File: src/rtl/bcs_pkg.sv
`timescale 1ns/1ps
package bcs_pkg;

    typedef enum logic {
        ORD_SEQ = 1'b0,
        ORD_ILV = 1'b1
    } order_e;

    localparam logic [2:0] LC_BL1  = 3'd0;
    localparam logic [2:0] LC_BL2  = 3'd1;
    localparam logic [2:0] LC_BL4  = 3'd2;
    localparam logic [2:0] LC_BL8  = 3'd3;
    localparam logic [2:0] LC_PAGE = 3'd7;

    typedef struct packed {
        logic       legal;
        logic       page;
        logic [3:0] lg;
    } len_cfg_t;

    function automatic len_cfg_t decode_len(input logic [2:0] code, input order_e ord);
        len_cfg_t r;
        r = '0;
        case (code)
            LC_BL1:  begin r.legal = 1'b1; r.lg = 4'd0; end
            LC_BL2:  begin r.legal = 1'b1; r.lg = 4'd1; end
            LC_BL4:  begin r.legal = 1'b1; r.lg = 4'd2; end
            LC_BL8:  begin r.legal = 1'b1; r.lg = 4'd3; end
            LC_PAGE: begin r.legal = (ord == ORD_SEQ); r.page = (ord == ORD_SEQ); end
            default: r = '0;
        endcase
        return r;
    endfunction

endpackage

File: src/rtl/bcs_len_decode.sv
`timescale 1ns/1ps
module bcs_len_decode
    import bcs_pkg::*;
#(
    parameter int COL_W = 8
) (
    input  logic [2:0]       len_code,
    input  order_e           ord,
    output logic             legal,
    output logic             page,
    output logic [COL_W-1:0] mask
);
    len_cfg_t cfg;

    always_comb begin
        cfg   = decode_len(len_code, ord);
        legal = cfg.legal;
        page  = cfg.page;
        if (cfg.page)
            mask = '1;
        else
            mask = COL_W'((32'd1 << cfg.lg) - 32'd1);
    end
endmodule

File: src/rtl/bcs_ctrl.sv
`timescale 1ns/1ps
module bcs_ctrl
    import bcs_pkg::*;
#(
    parameter int COL_W = 8
) (
    input  logic             clk,
    input  logic             rst,
    input  logic             start,
    input  logic             stop,
    input  logic [COL_W-1:0] start_col,
    input  order_e           ord_in,
    input  logic             cfg_legal,
    input  logic             cfg_page,
    input  logic [COL_W-1:0] cfg_mask,
    output logic             active,
    output logic             last,
    output logic             err,
    output logic [COL_W-1:0] base_q,
    output logic [COL_W-1:0] step_q,
    output logic [COL_W-1:0] mask_q,
    output order_e           ord_q
);
    logic page_q;

    assign last = active && !page_q && (step_q == mask_q);

    always_ff @(posedge clk) begin
        if (rst) begin
            active <= 1'b0;
            err    <= 1'b0;
            page_q <= 1'b0;
            base_q <= '0;
            step_q <= '0;
            mask_q <= '0;
            ord_q  <= ORD_SEQ;
        end else begin
            err <= start && !cfg_legal;
            if (start) begin
                if (cfg_legal) begin
                    active <= 1'b1;
                    step_q <= '0;
                    base_q <= start_col;
                    mask_q <= cfg_mask;
                    page_q <= cfg_page;
                    ord_q  <= ord_in;
                end else begin
                    active <= 1'b0;
                end
            end else if (active) begin
                if (stop || last)
                    active <= 1'b0;
                else
                    step_q <= step_q + 1'b1;
            end
        end
    end
endmodule

File: src/rtl/bcs_addr_gen.sv
`timescale 1ns/1ps
module bcs_addr_gen
    import bcs_pkg::*;
#(
    parameter int COL_W = 8
) (
    input  logic [COL_W-1:0] base,
    input  logic [COL_W-1:0] step,
    input  logic [COL_W-1:0] mask,
    input  order_e           ord,
    output logic [COL_W-1:0] col
);
    logic [COL_W-1:0] seq_val;
    logic [COL_W-1:0] ilv_val;
    logic [COL_W-1:0] low_val;

    assign seq_val = base + step;
    assign ilv_val = base ^ step;
    assign low_val = (ord == ORD_ILV) ? ilv_val : seq_val;

    for (genvar i = 0; i < COL_W; i++) begin : g_bit
        assign col[i] = mask[i] ? low_val[i] : base[i];
    end
endmodule

File: src/rtl/burst_col_seq.sv
`timescale 1ns/1ps
module burst_col_seq
    import bcs_pkg::*;
#(
    parameter int COL_W = 8
) (
    input  logic             clk,
    input  logic             rst,
    input  logic             start,
    input  logic [COL_W-1:0] start_col,
    input  logic [2:0]       len_code,
    input  logic             burst_type,
    input  logic             stop,
    output logic [COL_W-1:0] col,
    output logic             valid,
    output logic             done,
    output logic             cfg_err
);
    order_e           ord_in;
    order_e           ord_q;
    logic             cfg_legal;
    logic             cfg_page;
    logic [COL_W-1:0] cfg_mask;
    logic [COL_W-1:0] base_q;
    logic [COL_W-1:0] step_q;
    logic [COL_W-1:0] mask_q;

    assign ord_in = order_e'(burst_type);

    bcs_len_decode #(.COL_W(COL_W)) u_dec (
        .len_code (len_code),
        .ord      (ord_in),
        .legal    (cfg_legal),
        .page     (cfg_page),
        .mask     (cfg_mask)
    );

    bcs_ctrl #(.COL_W(COL_W)) u_ctrl (
        .clk       (clk),
        .rst       (rst),
        .start     (start),
        .stop      (stop),
        .start_col (start_col),
        .ord_in    (ord_in),
        .cfg_legal (cfg_legal),
        .cfg_page  (cfg_page),
        .cfg_mask  (cfg_mask),
        .active    (valid),
        .last      (done),
        .err       (cfg_err),
        .base_q    (base_q),
        .step_q    (step_q),
        .mask_q    (mask_q),
        .ord_q     (ord_q)
    );

    bcs_addr_gen #(.COL_W(COL_W)) u_gen (
        .base (base_q),
        .step (step_q),
        .mask (mask_q),
        .ord  (ord_q),
        .col  (col)
    );
endmodule

File: config.mk
export PLATFORM = sky130hd
export DESIGN_NAME = burst_col_seq
export DESIGN_NICKNAME = d
export VERILOG_FILES = /design/src/rtl/bcs_pkg.sv /design/src/rtl/bcs_len_decode.sv /design/src/rtl/bcs_ctrl.sv /design/src/rtl/bcs_addr_gen.sv /design/src/rtl/burst_col_seq.sv
export SDC_FILE = /design/constraint.sdc
export NUM_CORES = 1
export LEC_CHECK = 0
export ABC_CLOCK_PERIOD_IN_PS = 1940
export BUFFER_PORTS_ARGS = -buffer_cell sky130_fd_sc_hd__buf_2
export CORE_MARGIN = 5
export CORE_UTILIZATION = 50
export DETAILED_ROUTE_END_ITERATION = 6
export GPL_TIMING_DRIVEN = 0
export PLACE_DENSITY = 0.73
export SYNTH_ARGS = -nofsm -noshare
export SYNTH_HDL_FRONTEND = slang
export SYNTH_SLANG_ARGS = --single-unit
File: constraint.sdc
create_clock -name clk -period 1.94 [get_ports clk]
set_input_delay 0.097 -clock clk [delete_from_list [all_inputs] [get_ports clk]]
set_output_delay 0.097 -clock clk [all_outputs]
set_load 0.01 [all_outputs]
==> flow_summary.yaml <==
clock_network:
  clk_pin_slew_worst_paths_ps: 130
  h-tree-depth: 1
  cts.path.max_buffers: 2
  cts.sink_count: 23
  cts_tree: "built"
  numCtsBuffers: 3
  cts-root-buf: "clkbuf_4"
  clk_latency_ps: 320
synth:
  post_synth_num_cell_types: 49
  async_flop_share_pct: 0
  ys_top_cells_by_area: "dfxtp_1, a21oi_1, nand2_1"
  synth_area_um2: 1500
  synth_edf_count: 0
  synth_common_cells: "nand2_1, a21oi_1, dfxtp_1"
  synth-seq-cells: 23
  synth_top_area_share_pct: 30.6
  synth_area_leader_cell: "dfxtp_1"
  synth-seq-area-share_pct: 30.6
  yosys.cell_count.top_type: "nand2_1"
  yosys_warnings: 0
  synthCells: 189
  syn-num-nets: 214
  syn_area_per_cell_um2: 7.96
  synth-main-ff-cell: "dfxtp_1"
setup_path:
  slowest_stage: "dfxtp_2"
  cpPeakStageDelay_ps: 380
  worstPathCellList: "ha_4, inv_2, fa_2, nor2b_2, o21ai_2, a211oi_2, o21ai_1, a31o_2, buf_6"
  startpoint_type: "register"
  reg2reg_depth: 6
  required_ps: 1840
  end_kind: "primary output"
  cp_max_fo: 2
  cp.arrival_ps: 2160
  crit_type: "register to primary output"
timing:
  layout_worst_path_cycle_share_pct: 116
  maxSlewHeadroom_pct: 64.1
  worst_pin_slew_ps: 538
  max_freq_mhz: 443
  finalClockSkew_ps: 5.65
  fin_crit_ps: 2260
  maxSlewViolCount: 0
  worst_hold_slack_ps: 2.94
  final.setup.worst_slack_ps: -319
  hold_viol: 0
  grt_setup_unrepaired: "yes"
  tns_ps: -991
  setup_viol: 5
power:
  p_leak_uw: 0.000776
  peakVddDrop_v: 0.000260
  p_total_uw: 904
  powerDensity_nw_per_um2: 468
routing:
  drt-initial-drc-count: 87
  drtPass1Iterations: 4
  wl_um: 3960
  routedWlPerCell_um: 15.1
  via_per_inst: 5.63
  drcViolationCount: 0
  ant_nets: 0
  vias: 1480
die:
  io_pins: 27
  initial_core_util_pct: 50.5
  die_area_um2: 4200
  core_area_um2: 2980
  die_height_um: 64.8
  row_count: 20
  die_width_um: 64.8
global_routing:
  gr-usage-met1_pct: 25.2
  grt_most_used_layer: "met2"
  grt_pass1_wl_um: 6450
  use_met2_pct: 33.5
  grt_util_all_layers_pct: 19.7
  antenna_found_initial: 0
  first_global_vias: 1391
  grt_max_degree: 14
  gr-total-overflow: 0
  globalRouteMet3Util_pct: 3.81
final_layout:
  diodes: 0
  final_layout_size_suffix_gt1_share_pct: 36.1
  syn2layout_area_growth_pct: 28.5
  finalNetCount: 256
  nFillCells: 260
  seqCellArea_um2: 483
  fin_util_pct: 64.9
  instances_no_fill: 263
  multiInputGateArea_um2: 1080
outcome:
  status: "finished, violations left"
  violations: "setup timing"
job:
  drv_cap: 0
placed_design:
  portBuffers: 25
  gp_congestion: 0.826
  hpwl_um: 2690
  place_inst: 247
min_path:
  hold_path_depth: 3
  hp-class: "input port to register"
-- cell families (layout without fill, tap and decap cells) --
logic type / after synthesis / count (layout) / share of synthesized area [%]
multiplexers: 3 / 3 / 2.16
AO/OA/AOI/OAI: 50 / 50 / 21.2
adder cells (fa/ha/maj): 9 / 9 / 7.99
AND/OR/NAND/NOR: 83 / 83 / 29.2
buffers and inverters: 13 / 54 / 4.16
flip-flops: 23 / 23 / 30.6
XOR/XNOR: 8 / 8 / 4.66
-- final timing paths --
check	to	slack [ps]	startpoint
hold reg to reg	u_ctrl.base_q[7]	490	u_ctrl.base_q[7]
setup reg to reg	u_ctrl.step_q[2]	330	u_ctrl.step_q[4]
hold / removal	u_ctrl.base_q[2]	3	start_col[2]
setup / recovery	col[6]	-320	u_ctrl.base_q[0]
-- worst max-delay path, delay by kind of cell, from the launching register on --
family	cells	cell delay [ps]
AO/OA/AOI/OAI	4	650
adder cells (fa/ha/maj)	2	510
buffers and inverters	2	150
flip-flops	1	380
AND/OR/NAND/NOR	1	150
-- area by class of cell --
cell class / count / area share (%)
flip-flops and latches: 23 / 25.0
clock buffers: 3 / 1.17
clock inverters: 1 / 0.259
well taps: 33 / 2.14
multi-input cells: 153 / 56.1
inverters: 5 / 0.971
repair buffers: 37 / 12.1
plain buffers: 8 / 2.33
-- registers in the layout (all words and copies together) (netlist names) --
signal / count
u_ctrl.active: 1
u_ctrl.mask_q: 3
u_ctrl.err: 1
u_ctrl.base_q: 8
u_ctrl.page_q: 1
u_ctrl.ord_q: 1
u_ctrl.step_q: 8
-- cells in the final DEF, fill, tap and decap left out, types with 3 or more instances in the layout --
cell,netlist,layout
a21oi_1,23,22
a21oi_2,2,3
a31oi_1,3,3
buf_2,2,26
buf_4,1,8
clkbuf_1,4,3
clkbuf_4,0,3
dfxtp_1,23,13
dfxtp_2,0,6
dfxtp_4,0,4
dlygate4sd3_1,0,5
ha_1,8,3
ha_4,0,5
inv_1,5,4
nand2_1,30,30
nand3_1,4,4
nand3b_1,3,3
nor2_1,17,16
nor2b_1,4,3
nor3_1,5,4
o21ai_0,9,7
xnor2_1,4,4
xor2_1,4,4
-- metal layers --
layer / vias up / routed length (um)
met5: - / 0
met1: 678 / 1760
met3: 7 / 234
li1: 754 / -
met2: 41 / 1910
met4: 0 / 52
-- timing repair --
item	4_1_cts	5_1_grt
pin swaps	9	5
buffers inserted	4	3
gates resized for setup	30	6
hold buffers	3	2
hold endpoints to repair	3	2
cloned	0	0
setup endpoints to repair	7	8
-- where the power goes --
part | total [uW] | internal [uW] | switching [uW] | leakage, uW
sequential | 500 | 484 | 16.5 | 0.000193
clock | 226 | 77.4 | 148 | 0.0000177
combinational | 178 | 80.9 | 96.9 | 0.000565
total | 904 | 642 | 262 | 0.000776
-- per-stage QoR --
stage | area, um^2 | setup slack, ps
finish | 1930 | -319
global route | 1930 | -402
CTS | 1880 | -279
detailed placement | 1670 | -244
global placement | 1670 | -245
floorplan | 1500 | 54.6
Note: power is estimated with default switching activity, not from simulation.
